<file path="config.mk">
export PLATFORM = sky130hd
export DESIGN_NAME = vlan_egress_filter
export DESIGN_NICKNAME = d
export VERILOG_FILES = /design/src/rtl/vlan_filt_pkg.sv /design/src/rtl/vlan_mask_regs.sv /design/src/rtl/vlan_egress_calc.sv /design/src/rtl/vlan_result_stage.sv /design/src/rtl/vlan_egress_filter.sv
export SDC_FILE = /design/constraint.sdc
export NUM_CORES = 1
export LEC_CHECK = 0
export BUFFER_PORTS_ARGS = -buffer_cell sky130_fd_sc_hd__buf_2
export CAP_MARGIN = 20
export CORE_MARGIN = 2
export CORE_UTILIZATION = 40
export DETAILED_ROUTE_END_ITERATION = 8
export PLACE_DENSITY = 0.73
export SETUP_SLACK_MARGIN = 0.05
export SYNTH_ARGS = -nofsm -noshare
export SYNTH_HDL_FRONTEND = slang
export SYNTH_SLANG_ARGS = --single-unit
</file>
<file path="constraint.sdc">
create_clock -name clk -period 2 [get_ports clk]
set_input_delay 0.5 -clock clk [delete_from_list [all_inputs] [get_ports clk]]
set_output_delay 0.5 -clock clk [all_outputs]
set_load 0.05 [all_outputs]
</file>
<file path="src/rtl/vlan_filt_pkg.sv">
// Package vlan_filt_pkg
// Shared definitions for the VLAN egress filter: the classification of a
// descriptor and the computation of the reset membership masks.
// Assumes at most 32 ports (the reset helper works on 32-bit values).
package vlan_filt_pkg;

    // How a descriptor is handled by the egress calculation.
    typedef enum logic [1:0] {
        FWD_FLOOD   = 2'd0,  // flood / broadcast / multicast
        FWD_MEMBER  = 2'd1,  // unicast inside the sender's mask
        FWD_FOREIGN = 2'd2,  // unicast outside the sender's mask
        FWD_INVALID = 2'd3   // bad index or self-addressed
    } fwd_kind_e;

    // Reset mask of port idx: itself plus the uplink (last port); the
    // uplink itself reaches every port.
    function automatic logic [31:0] reset_mask(int unsigned n, int unsigned idx);
        if (idx == n - 1) begin
            return (32'd1 << n) - 32'd1;
        end
        return (32'd1 << idx) | (32'd1 << (n - 1));
    endfunction

endpackage

</file>
<file path="src/rtl/vlan_mask_regs.sv">
// Module vlan_mask_regs
// Holds one membership mask per port plus the isolation control bit.
// Addresses 0..NUM_PORTS-1 select a port mask, NUM_PORTS selects the
// control (data bit 0); anything higher is ignored. Writes land on the
// clock edge, so a value read in the write cycle is still the old one.
module vlan_mask_regs #(
    parameter int unsigned NUM_PORTS = 3,
    parameter int unsigned CFG_AW    = 3
) (
    input  logic                                clk,
    input  logic                                rst_n,
    input  logic                                we,
    input  logic [CFG_AW-1:0]                   addr,
    input  logic [NUM_PORTS-1:0]                wdata,
    output logic [NUM_PORTS-1:0][NUM_PORTS-1:0] masks,
    output logic                                isolate
);

    localparam logic [CFG_AW-1:0] CTRL_ADDR = CFG_AW'(NUM_PORTS);

    for (genvar g = 0; g < NUM_PORTS; g++) begin : g_port
        localparam logic [NUM_PORTS-1:0] RST_VAL =
            NUM_PORTS'(vlan_filt_pkg::reset_mask(NUM_PORTS, g));
        localparam logic [CFG_AW-1:0] MY_ADDR = CFG_AW'(g);

        // Purpose: load or reset this port's membership mask.
        always_ff @(posedge clk) begin
            if (!rst_n) begin
                masks[g] <= RST_VAL;
            end else if (we && (addr == MY_ADDR)) begin
                masks[g] <= wdata;
            end
        end
    end

    // Purpose: load or reset the switch-wide isolation control.
    always_ff @(posedge clk) begin
        if (!rst_n) begin
            isolate <= 1'b1;
        end else if (we && (addr == CTRL_ADDR)) begin
            isolate <= wdata[0];
        end
    end

endmodule

</file>
<file path="src/rtl/vlan_egress_calc.sv">
// Module vlan_egress_calc
// Combinational egress decision for one descriptor. Decodes the source and
// destination indices against the port count, classifies the frame and
// forms the egress mask; the source port is always removed. An index at or
// above NUM_PORTS decodes to no port and leads to an empty mask.
module vlan_egress_calc #(
    parameter int unsigned NUM_PORTS = 3,
    parameter int unsigned PORT_W    = 2
) (
    input  logic [NUM_PORTS-1:0][NUM_PORTS-1:0] masks,
    input  logic                                isolate,
    input  logic [PORT_W-1:0]                   src,
    input  logic [PORT_W-1:0]                   dst,
    input  logic                                flood,
    input  logic                                bcast,
    output logic [NUM_PORTS-1:0]                egress,
    output logic                                drop
);
    import vlan_filt_pkg::*;

    logic [NUM_PORTS-1:0] src_mask;
    logic [NUM_PORTS-1:0] src_bit;
    logic [NUM_PORTS-1:0] dst_bit;
    fwd_kind_e            kind;

    // Purpose: decode indices into one-hot bits and pick the sender's mask.
    always_comb begin
        src_mask = '0;
        src_bit  = '0;
        dst_bit  = '0;
        for (int i = 0; i < NUM_PORTS; i++) begin
            if (src == PORT_W'(i)) begin
                src_mask   = masks[i];
                src_bit[i] = 1'b1;
            end
            if (dst == PORT_W'(i)) begin
                dst_bit[i] = 1'b1;
            end
        end
    end

    // Purpose: classify the descriptor.
    always_comb begin
        if (src_bit == '0) begin
            kind = FWD_INVALID;
        end else if (flood || bcast) begin
            kind = FWD_FLOOD;
        end else if ((dst_bit == '0) || ((dst_bit & src_bit) != '0)) begin
            kind = FWD_INVALID;
        end else if ((src_mask & dst_bit) != '0) begin
            kind = FWD_MEMBER;
        end else begin
            kind = FWD_FOREIGN;
        end
    end

    // Purpose: form the egress set from the classification.
    always_comb begin
        unique case (kind)
            FWD_FLOOD:   egress = src_mask & ~src_bit;
            FWD_MEMBER:  egress = dst_bit;
            FWD_FOREIGN: egress = isolate ? '0 : dst_bit;
            default:     egress = '0;
        endcase
        drop = (egress == '0);
    end

endmodule

</file>
<file path="src/rtl/vlan_result_stage.sv">
// Module vlan_result_stage
// One-entry output register with valid/ready on both sides. A new result is
// taken whenever the slot is empty or being emptied in the same cycle; a
// waiting result holds still while the consumer stalls.
module vlan_result_stage #(
    parameter int unsigned NUM_PORTS = 3
) (
    input  logic                 clk,
    input  logic                 rst_n,
    input  logic                 in_valid,
    output logic                 in_ready,
    input  logic [NUM_PORTS-1:0] in_mask,
    input  logic                 in_drop,
    output logic                 out_valid,
    input  logic                 out_ready,
    output logic [NUM_PORTS-1:0] out_mask,
    output logic                 out_drop
);

    // Purpose: the slot can take data unless it is full and stalled.
    always_comb begin
        in_ready = !out_valid || out_ready;
    end

    // Purpose: capture a result or hold the waiting one.
    always_ff @(posedge clk) begin
        if (!rst_n) begin
            out_valid <= 1'b0;
            out_mask  <= '0;
            out_drop  <= 1'b0;
        end else if (in_ready) begin
            out_valid <= in_valid;
            if (in_valid) begin
                out_mask <= in_mask;
                out_drop <= in_drop;
            end
        end
    end

endmodule

</file>
<file path="src/rtl/vlan_egress_filter.sv">
// Module vlan_egress_filter
// Top of the port-based VLAN egress filter. Configuration registers feed a
// combinational decision whose result is registered behind a handshake,
// giving one cycle from acceptance to result. Assumes NUM_PORTS >= 2 and
// that CFG_AW can address NUM_PORTS.
module vlan_egress_filter #(
    parameter int unsigned NUM_PORTS = 3,
    parameter int unsigned CFG_AW    = 3,
    localparam int unsigned PORT_W   = $clog2(NUM_PORTS)
) (
    input  logic                 clk,
    input  logic                 rst_n,
    input  logic                 cfg_we,
    input  logic [CFG_AW-1:0]    cfg_addr,
    input  logic [NUM_PORTS-1:0] cfg_wdata,
    input  logic                 desc_valid,
    output logic                 desc_ready,
    input  logic [PORT_W-1:0]    desc_src,
    input  logic [PORT_W-1:0]    desc_dst,
    input  logic                 desc_flood,
    input  logic                 desc_bcast,
    output logic                 egr_valid,
    input  logic                 egr_ready,
    output logic [NUM_PORTS-1:0] egr_mask,
    output logic                 egr_drop
);

    logic [NUM_PORTS-1:0][NUM_PORTS-1:0] masks;
    logic                                isolate;
    logic [NUM_PORTS-1:0]                calc_mask;
    logic                                calc_drop;

    vlan_mask_regs #(
        .NUM_PORTS (NUM_PORTS),
        .CFG_AW    (CFG_AW)
    ) regs_i (
        .clk     (clk),
        .rst_n   (rst_n),
        .we      (cfg_we),
        .addr    (cfg_addr),
        .wdata   (cfg_wdata),
        .masks   (masks),
        .isolate (isolate)
    );

    vlan_egress_calc #(
        .NUM_PORTS (NUM_PORTS),
        .PORT_W    (PORT_W)
    ) calc_i (
        .masks   (masks),
        .isolate (isolate),
        .src     (desc_src),
        .dst     (desc_dst),
        .flood   (desc_flood),
        .bcast   (desc_bcast),
        .egress  (calc_mask),
        .drop    (calc_drop)
    );

    vlan_result_stage #(
        .NUM_PORTS (NUM_PORTS)
    ) stage_i (
        .clk       (clk),
        .rst_n     (rst_n),
        .in_valid  (desc_valid),
        .in_ready  (desc_ready),
        .in_mask   (calc_mask),
        .in_drop   (calc_drop),
        .out_valid (egr_valid),
        .out_ready (egr_ready),
        .out_mask  (egr_mask),
        .out_drop  (egr_drop)
    );

endmodule

</file>
==> results of run 1 <==
[cell type report]
type,instances,area [um2]
fill,189,941
multi-input combinational,70,464
timing repair buffer,25,133
sequential,15,300
tap,27,33.8
inverter,1,3.75
clock buffer,4,26.3
[state kept, by name (all words and copies together) (netlist names)]
| signal | cells |
|---|---|
| stage_i.out_valid | 1 |
| stage_i.out_mask | 3 |
| regs_i.masks | 9 |
| stage_i.out_drop | 1 |
| regs_i.isolate | 1 |
[per-layer routing]
| layer | vias up | wire length (um) |
|---|---|---|
| li1 | 371 | - |
| met3 | 5 | 24 |
| met5 | - | 0 |
| met4 | 0 | 42 |
| met2 | 10 | 779 |
| met1 | 325 | 763 |
[worst max path at each step]
stage / end
final: stage_i.out_mask[0]
after global routing: stage_i.out_mask[0]
after CTS: stage_i.out_mask[0]
after detailed placement: stage_i.out_mask[0]
after global placement: stage_i.out_mask[0]
after floorplan: stage_i.out_mask[0]
[where the power goes]
part	internal (mW)	switching [mW]	leakage (nW)	total [mW]
clock	0.0776	0.0930	0.0150	0.171
sequential	0.310	0.00654	0.123	0.317
combinational	0.0491	0.0793	0.249	0.128
total	0.437	0.179	0.387	0.616
[per-stage QoR]
step / instances / setup WS (ps) / utilization [%] / hold WS [ps]
global route: 142 / 276 / 50.5 / 474
CTS: 142 / 384 / 50.5 / 454
global placement: 138 / 120 / 49.1 / 448
finish: 142 / 380 / 50.5 / 464
floorplan: 89 / 139 / - / 441
detailed placement: 138 / 86.2 / 49.1 / 462
[cells in the final DEF (no fill, tap or decap), types with 2 or more instances in the layout]
master,instances
buf_2,22
dfxtp_1,15
mux2i_1,14
nand2_1,12
nor2_1,8
o21ai_0,4
nor2b_1,3
nand3b_1,3
clkbuf_4,3
buf_4,3
nand3_1,2
xnor2_1,2
nand4b_1,2
nor3b_1,2
a21oi_1,2
or3_1,2
[worst reg2reg max path: stages, from the launching register on]
cell,delay [ps]
dfxtp_1,370
mux2i_1,100
o2111ai_2,190
o2111ai_1,160
or4_1,480
a21oi_1,140
[cell families (layout without fill, tap and decap cells)]
kind of cell | count (synthesis) | after routing | share of synthesized area, %
XOR/XNOR | 2 | 2 | 2.22
multiplexers | 14 | 14 | 17.8
AO/OA/AOI/OAI | 12 | 12 | 10.2
AND/OR/NAND/NOR | 42 | 42 | 28.7
flip-flops | 15 | 15 | 38.1
buffers and inverters | 4 | 30 | 3.01
==> results.md, run 1 <==
- Total Wirelength: 1610 um
- First-pass GRT wire length: 2880 um
- Grt total ovfl: 0
- Share of layout cells above drive strength 1: 26.1%
- Post-synth top area share: 38.1%
- FF-to-FF Start: regs_i.masks[1]
- Cell area after synthesis: 788 um2
- CP Cell Sequence: buf_2 > or2_1 > o2111ai_2 > o2111ai_1 > or4_1 > a21oi_1
- Worst Path Arrival: 1840 ps
- Drt first pass iters: 4
- Via count: 711
- H-tree depth: 1
- Clk_skew: 2.17 ps
- Yosys cell types: 31
- Clock transition at the registers of the reported paths: 80 ps
- Status: finished clean
- Final hold vios: 0
- Vias in the first global route: 664
- Total Routing Usage GR: 15.8%
- Root buffer cell: clkbuf_4
- Leak: 0.387 nW
- Top-count cell post-synth: dfxtp_1
- Placed Area: 935 um2
- Hold depth: 3
- Critical Path Source Type: input pin
- # hold bufs at CTS: 0
- Via/cell ratio: 5.01
- Post-CTS Setup Repair Bufs: 0
- Fin nets: 133
- CTS tree: built
- Fin crit period: 1620 ps
- Post-synth top area cell: dfxtp_1
- Placer congestion estimate: 0.840
- Initial antenna violation count: 0
- Gr busiest metal: met2
- VDD IR-drop max: 0.000307 V
- Syn nets: 106
- Avg Cell Area, Syn: 8.86 um2
- Hold Startpoint: cfg_wdata[2]
- Slew Limit Fails: 0
- Clock insertion delay at the later pin of the skew report: 280 ps
- WP data required: 2220 ps
- Total core area: 1900 um2
- Power per cell area: 641 nW/um2
- M3 GR Usage: 0.926%
- Worst setup startpoint: desc_dst[1]
- HPWL after DPL: 1290 um
- I/O pin total: 23
- Die Y: 48.4 um
- Routed len/inst: 11.3 um
- Slowest CP cell: or4_1
- Final instance area: 961 um2
- Setup_tns: 0 ps
- Critical Path Stages: 6
- Worst setup EP type: register
- Max_slew headroom: 77.4%
- Bufs and invs on worst path: 1
- Total Power: 0.616 mW
- Largest net degree at the start of global routing: 17
- # setup viols final: 0
- Worst reg-to-reg setup slack: 500 ps
- Worst-path maximum fanout: 7
- ANT nets after route: 0
- Post-CTS resize count: 0
- RSZ-0062 raised after global routing: no
- Post-synth EDFFs: 0
- Clk sink count: 15
- Met1 Use GR: 20.8%
- IO Port Bufs: 22
- DIE AREA: 2340 um2
- Hold WC Path Type: input pin to register
- Rows: 16
- Area growth syn-to-layout: 21.9%
- Starting density of the core: 41.4%
- Family with the most delay on the worst path: simple AND/OR/NAND/NOR gates
- Top FF cell, synth: dfxtp_1
- CTS buffer count: 3
- Reg2Reg Depth: 5
- Post-synth top cells: dfxtp_1 (15), mux2i_1 (14), nand2_1 (12), nor2_1 (8), o21ai_0 (4)
- Post-synthesis sequential area ratio: 38.1%
- M2 GR Usage: 25.5%
- Synth warn: 0
- Die Span X: 48.4 um
- FMAX: 617 MHz
- Hold endpoint: regs_i.masks[8]
- Clock buffer depth: 2
- Register bit count reported by yosys: 15
- Max-cap viol count: 0
- Residual DRC: 0
- Largest cells by area after synthesis: dfxtp_1 (38%), mux2i_1 (18%), nand2_1 (5.7%)
- Initial DRC count: 5
- Period utilization: 81.0%
- Inserted Diodes: 0
- CP max stage delay: 480 ps
- Synth Instances: 89
- Kind of critical path: input pin to register
- Worst slew pin tran: 338 ps
- Async SR Flop Fraction: 0%
- Worst r2r dst: stage_i.out_mask[0]
Power figures use the tool's default switching activity.
==> run 2: changes to the inputs <==
PLACE_DENSITY = 0.76   (was 0.73)
clock period = 1.3 ns   (was 2 ns; I/O delays follow)
==> results.md, run 2 (same netlist as run 1, synthesis figures left out) <==
- CP Cell Sequence: mux2i_1 > o2111ai_2 > o2111ai_2 > or4_4 > a21oi_2 (was buf_2 > or2_1 > o2111ai_2 > o2111ai_1 > or4_1 > a21oi_1)
- Inserted Diodes: 0 (unchanged)
- DIE AREA: 2340 um2 (unchanged)
- Bufs and invs on worst path: 0 (was 1)
- Leak: 0.490 nW (was 0.387 nW)
- CTS tree: built (unchanged)
- Register with the most flip-flops: regs_i.masks (unchanged)
- DRT met1 WL: 942 um (was 763 um)
- Initial antenna violation count: 0 (unchanged)
- Clock transition at the registers of the reported paths: 90 ps (was 80 ps)
- Worst r2r dst: stage_i.out_mask[0] (unchanged)
- CP max stage delay: 510 ps (was 480 ps)
- Drt first pass iters: 4 (unchanged)
- Share of layout cells above drive strength 1: 44.4% (was 26.1%)
- Worst Path Arrival: 1730 ps (was 1840 ps)
- Starting density of the core: 41.4% (unchanged)
- WP data required: 1520 ps (was 2220 ps)
- FF-to-FF Start: regs_i.masks[4] (was regs_i.masks[1])
- IO Port Bufs: 22 (unchanged)
- Worst setup startpoint: regs_i.masks[4] (was desc_dst[1])
- Reg2Reg Depth: 5 (unchanged)
- Total Routing Usage GR: 19.1% (was 15.8%)
- Core Util, Final: 60.5% (was 50.5%)
- Failing checks: negative setup slack
- CTS buffer count: 3 (unchanged)
- Total Power: 1.01 mW (was 0.616 mW)
- Worst-path maximum fanout: 2 (was 7)
- Die Y: 48.4 um (unchanged)
- Worst slew pin tran: 233 ps (was 338 ps)
- Worst reg-to-reg setup slack: -210 ps (was 500 ps)
- Slew Limit Fails: 0 (unchanged)
- Power per cell area: 878 nW/um2 (was 641 nW/um2)
- Placer congestion estimate: 0.850 (was 0.840)
- Pre-CTS setup slack: -414 ps (was 86.2 ps)
- Critical Path Sink: stage_i.out_mask[0] (unchanged)
- Routed len/inst: 12.8 um (was 11.3 um)
- Area growth syn-to-layout: 45.9% (was 21.9%)
- Via count: 795 (was 711)
- Slowest CP cell: or4_4 (was or4_1)
- Worst setup EP type: register (unchanged)
- # setup viols final: 2 (was 0)
- HPWL after DPL: 1490 um (was 1290 um)
- Max_slew headroom: 84.0% (was 77.4%)
- Family with the most delay on the worst path: compound AO/OA/AOI/OAI gates (was simple AND/OR/NAND/NOR gates)
- Setup WS post-layout: -207 ps (was 380 ps)
- Hold WC Path Type: input pin to register (unchanged)
- Routed met3 length: 46 um (was 24 um)
- Total core area: 1900 um2 (unchanged)
- Met2 WL: 1040 um (was 779 um)
- Clk_skew: 4.31 ps (was 2.17 ps)
- Via/cell ratio: 4.97 (was 5.01)
- ANT nets after route: 0 (unchanged)
- # hold bufs at CTS: 0 (unchanged)
- Clock buffer depth: 2 (unchanged)
- Vias in the first global route: 805 (was 664)
- Fin nets: 151 (was 133)
- Finished Layout Cells: 160 (was 142)
- Most frequent cells in the layout: buf_4 (21), buf_2 (17), mux2i_1 (14) (was buf_2 (22), dfxtp_1 (15), mux2i_1 (14))
- Most common cell after layout, fill and taps aside: buf_4 (was buf_2)
- Critical Path Source Type: register (was input pin)
- RSZ-0062 raised after global routing: yes (was no)
- Total Wirelength: 2050 um (was 1610 um)
- Die Span X: 48.4 um (unchanged)
- Final hold vios: 0 (unchanged)
- Clock insertion delay at the later pin of the skew report: 280 ps (about the same)
- Max reg flops: 9 (unchanged)
- Fin crit period: 1510 ps
- First-pass GRT wire length: 3500 um (was 2880 um)
- Max layer used: met4 (unchanged)
- Grt total ovfl: 0 (unchanged)
- Top flop regs: regs_i.masks: 9 flops, stage_i.out_mask: 3 flops (unchanged)
- Max-cap viol count: 0 (unchanged)
- # fillers: 151 (was 189)
- Critical Path Stages: 5 (was 6)
- Period utilization: 116%
- VDD IR-drop max: 0.000550 V (was 0.000307 V)
- Kind of critical path: register to register (was input pin to register)
- Clk sink count: 15 (unchanged)
- Rows: 16 (unchanged)
- Status: finished, violations left (was finished clean)
- I/O pin total: 23 (unchanged)
- Residual DRC: 0 (unchanged)
- H-tree depth: 1 (unchanged)
- Root buffer cell: clkbuf_4 (unchanged)
- Hold Startpoint: cfg_wdata[2] (unchanged)
- Largest net degree at the start of global routing: 16 (was 17)
- Crit path top cell by count: o2111ai_2
- FMAX: 664 MHz
- Inst Count DP: 154 (was 138)
- Initial DRC count: 14 (was 5)
-- run 2: cell types whose count changed in the layout (fill, tap and decap cells not counted), moves of 2 or more --
cell and delta:
clkbuf_4 +4, dfxtp_1 -5, buf_2 -5, dfxtp_2 +5, buf_4 +18, nor3b_2 +2
nor3b_1 -2
-- run 2: final cells by class --
class / instances / area [um2] / share of cell area [%]
Clock buffer: 4 / 26.3 / 2.29
Multi-Input combinational cell: 70 / 495 / 43.1
Timing Repair Buffer: 43 / 284 / 24.7
Tap cell: 27 / 33.8 / 2.94
Sequential cell: 15 / 307 / 26.7
Inverter: 1 / 3.75 / 0.326
-- run 2: worst reg2reg max path, stage by stage (launching register included) --
cell and delay [ps]:
dfxtp_2 340, mux2i_1 90, o2111ai_2 240, o2111ai_2 150, or4_4 510, a21oi_2 120
-- run 2: routing by layer --
metal  GRT usage (%)  vias up
met5               0        -
met4            7.14        0
met3            2.47        2
met2            34.0       13
met1            23.6      373
li1                -      407
-- run 2: report_power, final --
part	internal, mW	total, mW	switching, mW
combinational	0.110	0.249	0.138
sequential	0.478	0.489	0.0110
clock	0.119	0.272	0.153
total	0.708	1.01	0.302
-- run 2: how the worst min path moves through the flow --
stage	endpoint	slack (ps)	cells past startpoint
3_5_place_dp	stage_i.out_drop	460	2
6_report	regs_i.masks[5]	290	3
4_1_cts	regs_i.masks[2]	290	3
3_3_place_gp	stage_i.out_drop	450	2
5_1_grt	regs_i.masks[8]	300	3
2_1_floorplan	regs_i.masks[0]	440	2
-- run 2: metrics by stage --
step	area (um2)	hold slack [ps]	setup TNS, ps
after floorplan	812	441	-517
after global placement	1070	451	-800
after detailed placement	1070	460	-1280
after CTS	1120	289	-318
after global routing	1150	296	-507
final	1150	290	-327
-- run 2: what timing repair did --
item,in CTS,in global routing
resized for setup,6,8
setup endpoints to repair,3,8
pin swaps,3,2
setup buffers,2,0
